## src/rtl/pbus_pkg.sv

```systemverilog
package pbus_pkg;

    localparam int CNT_W = 6;
    localparam logic [CNT_W-1:0] CNT_ONE = CNT_W'(1);

    // Bit layout of the 32-bit timing word
    localparam int WSU_LSB = 27;
    localparam int WSU_W   = 5;
    localparam int WWD_LSB = 21;
    localparam int WWD_W   = 6;
    localparam int WHD_LSB = 17;
    localparam int WHD_W   = 4;
    localparam int RSU_LSB = 12;
    localparam int RSU_W   = 5;
    localparam int RWD_LSB = 6;
    localparam int RWD_W   = 6;
    localparam int RHD_LSB = 2;
    localparam int RHD_W   = 4;
    localparam int GAP_LSB = 0;
    localparam int GAP_W   = 2;

    typedef enum logic [2:0] {
        ST_IDLE,
        ST_SETUP,
        ST_STROBE,
        ST_HOLD,
        ST_GAP
    } seq_state_t;

    typedef struct packed {
        logic [CNT_W-1:0] setup;
        logic [CNT_W-1:0] width;
        logic [CNT_W-1:0] hold;
    } phase_t;

    typedef struct packed {
        phase_t           wr;
        phase_t           rd;
        logic [CNT_W-1:0] gap;
    } bus_timing_t;

    function automatic logic [CNT_W-1:0] field(input logic [31:0] w, input int lsb, input int wid);
        logic [31:0] mask;
        mask = (32'd1 << wid) - 32'd1;
        return CNT_W'((w >> lsb) & mask);
    endfunction

    function automatic logic [CNT_W-1:0] at_least_one(input logic [CNT_W-1:0] v);
        return (v == '0) ? CNT_ONE : v;
    endfunction

    function automatic bus_timing_t unpack_timing(input logic [31:0] w);
        bus_timing_t t;
        t.wr.setup = field(w, WSU_LSB, WSU_W);
        t.wr.width = at_least_one(field(w, WWD_LSB, WWD_W));
        t.wr.hold  = at_least_one(field(w, WHD_LSB, WHD_W));
        t.rd.setup = field(w, RSU_LSB, RSU_W);
        t.rd.width = at_least_one(field(w, RWD_LSB, RWD_W));
        t.rd.hold  = at_least_one(field(w, RHD_LSB, RHD_W));
        t.gap      = field(w, GAP_LSB, GAP_W);
        return t;
    endfunction

endpackage

```

## src/rtl/pbus_timing_regs.sv

```systemverilog
module pbus_timing_regs
    import pbus_pkg::*;
(
    input  logic                 clk,
    input  logic                 rst,
    input  logic [31:0]          cfg_word,
    input  logic                 load,
    input  logic                 req_rd,
    input  logic                 sel_rd,
    output phase_t               incoming,
    output phase_t               cur,
    output logic [CNT_W-1:0]     gap
);

    bus_timing_t decoded;
    bus_timing_t held_q;

    // Decode and clamp the live word; used only for the first phase of a new access
    always_comb begin
        decoded  = unpack_timing(cfg_word);
        incoming = req_rd ? decoded.rd : decoded.wr;
    end

    // Timing snapshot taken at acceptance
    always_ff @(posedge clk) begin
        if (rst) begin
            held_q <= unpack_timing(32'd0);
        end else if (load) begin
            held_q <= decoded;
        end
    end

    assign cur = sel_rd ? held_q.rd : held_q.wr;
    assign gap = held_q.gap;

endmodule

```

## src/rtl/pbus_seq.sv

```systemverilog
module pbus_seq
    import pbus_pkg::*;
(
    input  logic             clk,
    input  logic             rst,
    input  logic             req_valid,
    input  logic             req_rd,
    input  logic             cur_rd,
    input  phase_t           incoming,
    input  phase_t           cur,
    input  logic [CNT_W-1:0] gap,
    output logic             req_ready,
    output logic             accept,
    output seq_state_t       state,
    output logic             strobe_last,
    output logic             hold_last
);

    seq_state_t       state_q, state_n;
    logic [CNT_W-1:0] cnt_q, cnt_n;
    logic             cnt_zero;

    assign cnt_zero = (cnt_q == '0);

    always_comb begin
        unique case (state_q)
            ST_IDLE: req_ready = 1'b1;
            ST_HOLD: req_ready = cnt_zero && cur_rd && req_rd;
            ST_GAP:  req_ready = cnt_zero;
            default: req_ready = 1'b0;
        endcase
    end

    assign accept = req_valid && req_ready;

    always_comb begin
        state_n = state_q;
        cnt_n   = cnt_zero ? cnt_q : (cnt_q - CNT_ONE);
        if (accept) begin
            if (incoming.setup != '0) begin
                state_n = ST_SETUP;
                cnt_n   = incoming.setup - CNT_ONE;
            end else begin
                state_n = ST_STROBE;
                cnt_n   = incoming.width - CNT_ONE;
            end
        end else begin
            unique case (state_q)
                ST_SETUP: if (cnt_zero) begin
                    state_n = ST_STROBE;
                    cnt_n   = cur.width - CNT_ONE;
                end
                ST_STROBE: if (cnt_zero) begin
                    state_n = ST_HOLD;
                    cnt_n   = cur.hold - CNT_ONE;
                end
                ST_HOLD: if (cnt_zero) begin
                    state_n = ST_GAP;
                    cnt_n   = gap;
                end
                ST_GAP: if (cnt_zero) begin
                    state_n = ST_IDLE;
                end
                default: begin
                    state_n = ST_IDLE;
                    cnt_n   = '0;
                end
            endcase
        end
    end

    always_ff @(posedge clk) begin
        if (rst) begin
            state_q <= ST_IDLE;
            cnt_q   <= '0;
        end else begin
            state_q <= state_n;
            cnt_q   <= cnt_n;
        end
    end

    assign state       = state_q;
    assign strobe_last = (state_q == ST_STROBE) && cnt_zero;
    assign hold_last   = (state_q == ST_HOLD) && cnt_zero;

endmodule

```

## src/rtl/pbus_pins.sv

```systemverilog
module pbus_pins
    import pbus_pkg::*;
#(
    parameter int DW = 8
) (
    input  logic          clk,
    input  logic          rst,
    input  logic          accept,
    input  logic          req_rd,
    input  logic          req_cmd,
    input  logic [DW-1:0] req_wdata,
    input  seq_state_t    state,
    input  logic          strobe_last,
    input  logic          hold_last,
    input  logic [DW-1:0] bus_din,
    output logic          cur_rd,
    output logic          rsp_done,
    output logic [DW-1:0] rsp_rdata,
    output logic          bus_cs_n,
    output logic          bus_cmd,
    output logic          bus_dir,
    output logic          bus_oe,
    output logic [DW-1:0] bus_dout,
    output logic          bus_wr_n,
    output logic          bus_rd_n
);

    logic          rd_q;
    logic          cmd_q;
    logic [DW-1:0] wdata_q;
    logic          done_q;
    logic [DW-1:0] rdata_q;
    logic          in_access;
    logic          strobing;

    always_ff @(posedge clk) begin
        if (rst) begin
            rd_q    <= 1'b0;
            cmd_q   <= 1'b0;
            wdata_q <= '0;
        end else if (accept) begin
            rd_q    <= req_rd;
            cmd_q   <= req_cmd;
            wdata_q <= req_wdata;
        end
    end

    always_ff @(posedge clk) begin
        if (rst) begin
            done_q  <= 1'b0;
            rdata_q <= '0;
        end else begin
            done_q <= hold_last;
            if (strobe_last && rd_q) begin
                rdata_q <= bus_din;
            end
        end
    end

    assign in_access = (state == ST_SETUP) || (state == ST_STROBE) || (state == ST_HOLD);
    assign strobing  = (state == ST_STROBE);

    assign cur_rd    = rd_q;
    assign rsp_done  = done_q;
    assign rsp_rdata = rdata_q;
    assign bus_cs_n  = !in_access;
    assign bus_cmd   = in_access && cmd_q;
    assign bus_dir   = in_access && !rd_q;
    assign bus_oe    = in_access && !rd_q;
    assign bus_dout  = (in_access && !rd_q) ? wdata_q : '0;
    assign bus_wr_n  = !(strobing && !rd_q);
    assign bus_rd_n  = !(strobing && rd_q);

endmodule

```

## src/rtl/pbus_timer.sv

```systemverilog
module pbus_timer
    import pbus_pkg::*;
#(
    parameter int DW = 8
) (
    input  logic          clk,
    input  logic          rst,
    input  logic [31:0]   cfg_word,
    input  logic          req_valid,
    output logic          req_ready,
    input  logic          req_rd,
    input  logic          req_cmd,
    input  logic [DW-1:0] req_wdata,
    output logic          rsp_done,
    output logic [DW-1:0] rsp_rdata,
    output logic          bus_cs_n,
    output logic          bus_cmd,
    output logic          bus_dir,
    output logic          bus_oe,
    output logic [DW-1:0] bus_dout,
    input  logic [DW-1:0] bus_din,
    output logic          bus_wr_n,
    output logic          bus_rd_n
);

    phase_t           incoming;
    phase_t           cur;
    logic [CNT_W-1:0] gap;
    logic             accept;
    logic             cur_rd;
    seq_state_t       state;
    logic             strobe_last;
    logic             hold_last;

    pbus_timing_regs u_regs (
        .clk      (clk),
        .rst      (rst),
        .cfg_word (cfg_word),
        .load     (accept),
        .req_rd   (req_rd),
        .sel_rd   (cur_rd),
        .incoming (incoming),
        .cur      (cur),
        .gap      (gap)
    );

    pbus_seq u_seq (
        .clk         (clk),
        .rst         (rst),
        .req_valid   (req_valid),
        .req_rd      (req_rd),
        .cur_rd      (cur_rd),
        .incoming    (incoming),
        .cur         (cur),
        .gap         (gap),
        .req_ready   (req_ready),
        .accept      (accept),
        .state       (state),
        .strobe_last (strobe_last),
        .hold_last   (hold_last)
    );

    pbus_pins #(.DW(DW)) u_pins (
        .clk         (clk),
        .rst         (rst),
        .accept      (accept),
        .req_rd      (req_rd),
        .req_cmd     (req_cmd),
        .req_wdata   (req_wdata),
        .state       (state),
        .strobe_last (strobe_last),
        .hold_last   (hold_last),
        .bus_din     (bus_din),
        .cur_rd      (cur_rd),
        .rsp_done    (rsp_done),
        .rsp_rdata   (rsp_rdata),
        .bus_cs_n    (bus_cs_n),
        .bus_cmd     (bus_cmd),
        .bus_dir     (bus_dir),
        .bus_oe      (bus_oe),
        .bus_dout    (bus_dout),
        .bus_wr_n    (bus_wr_n),
        .bus_rd_n    (bus_rd_n)
    );

endmodule

```

## config.mk

```make
export PLATFORM = sky130hd
export DESIGN_NAME = pbus_timer
export DESIGN_NICKNAME = d
export VERILOG_FILES = /design/src/rtl/pbus_pkg.sv /design/src/rtl/pbus_timing_regs.sv /design/src/rtl/pbus_seq.sv /design/src/rtl/pbus_pins.sv /design/src/rtl/pbus_timer.sv
export SDC_FILE = /design/constraint.sdc
export NUM_CORES = 1
export LEC_CHECK = 0
export BUFFER_PORTS_ARGS = -buffer_cell sky130_fd_sc_hd__buf_2
export CORE_ASPECT_RATIO = 0.75
export CORE_MARGIN = 10
export CORE_UTILIZATION = 55
export DETAILED_ROUTE_END_ITERATION = 10
export PLACE_DENSITY_LB_ADDON = 0.08
export RECOVER_POWER = 50
export REMOVE_ABC_BUFFERS = 1
export SLEW_MARGIN = 15
export SYNTH_ARGS = -nofsm -noshare
export SYNTH_HDL_FRONTEND = slang
export SYNTH_SLANG_ARGS = --single-unit
```

## constraint.sdc

```tcl
create_clock -name clk -period 5.2 [get_ports clk]
set_input_delay 0.52 -clock clk [delete_from_list [all_inputs] [get_ports clk]]
set_output_delay 0.52 -clock clk [all_outputs]
set_load 0.005 [all_outputs]
```

# == Word-level counts from Yosys, hierarchy flattened ==
# Index checks and enable logic that the tools add are counted.
# totals
ff_bits,54
input_bits,53
out_inout_bits,24
wordCells,71
# op_classes
addsub,5
n_eq_ne,8
mux,22
reduce_logical,24
# op_table
cell,n
two-way mux 6 bit,8
zero test 6 bit,5
case mux 6 bit (4 select lines),1
subtractor 6 x 1 -> 6 bit (second input constant),4
two-way mux 17 bit,1
two-way mux 3 bit,5
two-way mux 12 bit,1
case mux 3 bit (4 select lines),1
logical AND 1 bit,10
inequality test 3 bit (second input constant),3
two-way mux 4 bit,2
two-way mux 8 bit,1
== test 3 x 2 -> 1 bit (second input constant),2
nonzero test 6 bit,1
subtractor 5 x 1 -> 6 bit (second input constant),1
zero test 1 bit,4
AND reduction 4 bit,1
== test 3 x 1 -> 1 bit (second input constant),1
== test 3 bit (second input constant),1
zero test 3 bit,1
inequality test 3 x 2 -> 1 bit (second input constant),1
case mux 1 bit (3 select lines),1
logical OR 1 bit,2
two-way mux 2 bit,1

# == Depth between registers and ports, before layout ==
# depth
depth_word,7
depth_mapped,9
mapped_depth_nobuf,8

# == Modules after synthesis ==
# A second synthesis with hierarchy kept.
# unflattened
cells_unflattened,413
area_unflattened_um2,3769.9
# modules_own_cells
module,n_inst,cells_per_inst,area_each_um2
pbus_timing_regs,1,167,1765.4
pbus_seq,1,157,1138.6
pbus_pins,1,89,865.8

# == Worst setup path after synthesis ==
# No wires, ideal clock.
# synth_path
path_type,input port to flip-flop
from,in cfg_word[16]
to,reg u_seq.cnt_q[4]
arrival_time_ps,2052
required_ps,5077
slack_ps,3025
path_stages,8
n_path_buf,0
cell_sequence,nor4_1 > a22o_1 > a21oi_1 > mux2_2 > ha_1 > o221ai_1 > xor2_1 > o22ai_1
# synth_between
elab_chain_len,4
word_cells_on_any_way,5
classes_between,add/sub (1); mux (3); reduce/logical (1)
# synth_lines
element,line_no,source
from (decl),pbus_timer.sv:8,"input logic [31:0] cfg_word,"
two-way mux 17 bit (*),pbus_timing_regs.sv:21,incoming = req_rd ? decoded.rd : decoded.wr;
subtractor 5 x 1 -> 6 bit / nonzero test 6 bit (equally long branches),"pbus_seq.sv:42, pbus_seq.sv:40",
two-way mux 6 bit (*),pbus_seq.sv:40,if (incoming.setup != '0) begin
two-way mux 6 bit (*),pbus_seq.sv:39,if (accept) begin
to (signal assigned),pbus_seq.sv:78,cnt_q <= cnt_n;
to (decl),pbus_seq.sv:20,"logic [CNT_W-1:0] cnt_q, cnt_n;"
# Every way passes the cells marked *; elsewhere a longest branch is shown, timed or not.
# A chain may end at the register's enable or synchronous reset.

# == Worst setup path in the final report ==
# layout_path
from,reg u_seq.cnt_q[0]
to,reg u_pins.wdata_q[1]
# layout_between
elab_chain_len,5
# layout_lines
element,line_no,source
zero test 6 bit (*),pbus_seq.sv:23,assign cnt_zero = (cnt_q == '0);
logical AND 1 bit (2 in a row),pbus_seq.sv:28,ST_HOLD: req_ready = cnt_zero && cur_rd && req_rd;
case mux 1 bit (3 select lines) (*),pbus_seq.sv:26,unique case (state_q)
logical AND 1 bit (*),pbus_seq.sv:34,assign accept = req_valid && req_ready;
to (signal assigned),pbus_pins.sv:44,wdata_q <= req_wdata;
to (decl),pbus_pins.sv:30,logic [DW-1:0] wdata_q;
# Marked as above.

==> out/metrics.csv <==
metric,value,unit
run status,"complete, no violations",
number of DRC markers after the initial detailed-route iteration,153,
count of pins on the block boundary,77,
number of hold-slack violations in the final timing report,0,
number of antenna violations at the first check in global routing,0,
slew margin rel.,5.56,%
"top library cells by usage in the layout, fill and taps aside","sky130_fd_sc_hd__nand2_1 (71), sky130_fd_sc_hd__buf_2 (66), sky130_fd_sc_hd__dfxtp_1 (50), sky130_fd_sc_hd__a21oi_1 (35), sky130_fd_sc_hd__nor2_1 (30)",
most instantiated flip-flop cell in the synthesis netlist,sky130_fd_sc_hd__dfxtp_1,
fraction of layout instances using a drive strength above 1,19.7,%
die boundary width,105,um
overall routed net length,8220,um
Starting Density,56.2,%
count of TritonRoute iterations in the first routing pass,5,
instance area at placement,0.00334,mm2
crit path capture type,flip-flop,
final routed DRC violation total,0,
data arrival time of the critical path,3.75,ns
Synth Area per Inst,8.03,um2
Final Critical Period,3.51,ns
clk sinks,50,
max frequency,285,MHz
IO Port Bufs,76,
post-route cell area,0.00339,mm2
cts repair resizes,0,
Netlist cell types,64,
via count of the first global-routing pass,2849,
worst-case clock skew,0.00606,ns
clock buffers created by TritonCTS,5,
transition time at the pin with the least slew margin,1.42,ns
remaining number of nets flagged by the antenna check after routing,0,
Worst-path clk slew,0.09,ns
Die Span Y,83.7,um
CTS tree,done,
final slew viol count,0,
count of state elements after synthesis,50,
estimated wirelength of the detail-placed design,6260,um
Gate Count Post-Synth,371,
final sum of negative setup slack,0,ns
vias,2906,
floorplan die area,0.00879,mm2
required arrival time at the worst endpoint,5.44,ns
most common library cell in the layout ignoring fill and taps,sky130_fd_sc_hd__nand2_1,
WL/cell,16.0,um
routability-driven placement congestion ratio,0.931,
Crit Path Class,reg2reg,
portion of the clock cycle consumed by the worst path in the final layout,67.5,%
Max clock buf depth,2,
later-pin clock latency in the skew report,0.31,ns
maximum number of pins on one net before global-route repair,51,
H-tree depth,2,
unrepaired setup endpoints after global routing,false,
GRT Resource Usage Total,18.3,%
MaxCap Viol Count,0,
total power density per cell area,434,mW/mm2
first-pass GRT wire length,13700,um
nature of the critical path startpoint,flip-flop,
proportion of synthesized chip area in sequential cells,33.6,%
leakage power total,1.42,nW
cell count after placement,504,
root buffer cell,sky130_fd_sc_hd__clkbuf_8,
CP max FO,20,
number of standard cells in the final layout excluding fillers,512,
Min-Delay Path Class,in2reg,
placeable core area,0.00530,mm2
Antenna Cells,0,
Post-CTS Setup Repair Bufs,0,
relative area change from synthesis to final layout,13.9,%
count of standard-cell rows,23,
global route total overflow,0,
peak ir drop on the vdd network,221,uV
Nets,493,
netlist area before placement,0.00298,mm2
CTS Hold Buffers Added,0,
number of setup violations in the final report,0,
number of vias per cell after detailed routing,5.68,
"EDFF count, synth",0,
Synth async-reset ratio,0,%
Synthesis Warnings,0,
[synth_stat cells (all sizes together), types with 3 or more instances]
cell	n	area, um2
nand2	71	267
dfxtp	50	1000
a21oi	35	179
nor2	31	121
mux2i	19	190
nor3	17	96.4
buf	16	113
and2	9	56.3
inv	9	33.8
xor2	7	61.3
a211oi	6	50.1
nor3b	6	61.3
nor4	6	43.8
o21ai	6	30.0
clkbuf	5	18.8
nand3	5	37.5
a311oi	4	41.3
a31oi	4	31.3
ha	4	50.1
nand2b	4	25.0
o21bai	4	30.0
o22ai	4	25.0
xnor2	4	35.0
a21boi	3	22.5
and3b	3	26.3
or3b	3	28.8
[final cells by class]
cell class | instances | area, um2
well taps | 75 | 93.8
flip-flops and latches | 50 | 1000
fillers | 514 | 1900
clock buffers | 6 | 72.6
clock inverters | 2 | 37.5
inverters | 9 | 33.8
multi-input cells | 291 | 1760
repair buffers | 79 | 390
[worst max-delay path, cell delays in order, from the launching register on]
cell and delay (ns):
sky130_fd_sc_hd__dfxtp_1 0.35, sky130_fd_sc_hd__inv_1 0.07, sky130_fd_sc_hd__ha_1 0.21, sky130_fd_sc_hd__nor3b_1 0.74, sky130_fd_sc_hd__nand4_2 0.25, sky130_fd_sc_hd__a21oi_1 1.17
sky130_fd_sc_hd__buf_4 0.42, sky130_fd_sc_hd__nand2_1 0.08, sky130_fd_sc_hd__a21oi_1 0.15
[routing by layer]
metal | part of all wire (%) | vias to the layer above | track usage [%]
met2 | 44 | 116 | 27.8
met1 | 46 | 1331 | 24.9
met4 | 0.58 | 0 | 2.74
li1 | - | 1453 | -
met5 | 0 | - | 0
met3 | 9.2 | 6 | 6.17
[per-stage QoR]
step,util (%),setup slack (ns),hold WS (ns),power [mW]
finish,64.1,1.69,0.433,1.47
global route,64.1,1.42,0.423,1.58
CTS,65.2,2.52,0.435,1.51
detailed placement,63.1,2.64,0.444,1.23
global placement,63.1,2.64,0.438,1.23
floorplan,-,2.62,0.426,1.01
[where the power goes]
part,internal [mW],total (mW),switching (mW)
logic,0.247,0.660,0.413
clock network,0.144,0.278,0.135
registers,0.457,0.533,0.0760
total,0.849,1.47,0.623
[logic make-up after synthesis]
group	after synthesis	synth area share, %
compound gates	89	20.3
xor+xnor	11	3.24
buf+inv	30	5.55
fa+ha+maj	4	1.68
simple gates	166	28.5
flops	50	33.6
mux	21	7.14
[registers in the layout, indices dropped and copies added (netlist names)]
register	cells
u_pins.cmd_q	1
u_pins.cur_rd	1
u_pins.rsp_done	1
u_pins.rsp_rdata	8
u_pins.wdata_q	8
u_regs.gap	2
u_regs.held_q	20
u_seq.cnt_q	6
u_seq.state	3
[path summary, 6_finish.rpt]
path | startpoint | endpoint | slack (ns) | cells past startpoint
setup / recovery | u_seq.cnt_q[0] | u_pins.wdata_q[1] | 1.69 | 8
hold / removal | req_wdata[4] | u_pins.wdata_q[4] | 0.43 | 3
setup reg to reg | u_seq.cnt_q[0] | u_pins.wdata_q[1] | 1.69 | 8
hold reg to reg | u_pins.wdata_q[6] | u_pins.wdata_q[6] | 0.45 | 2
Note: power is estimated with default switching activity, not from simulation.
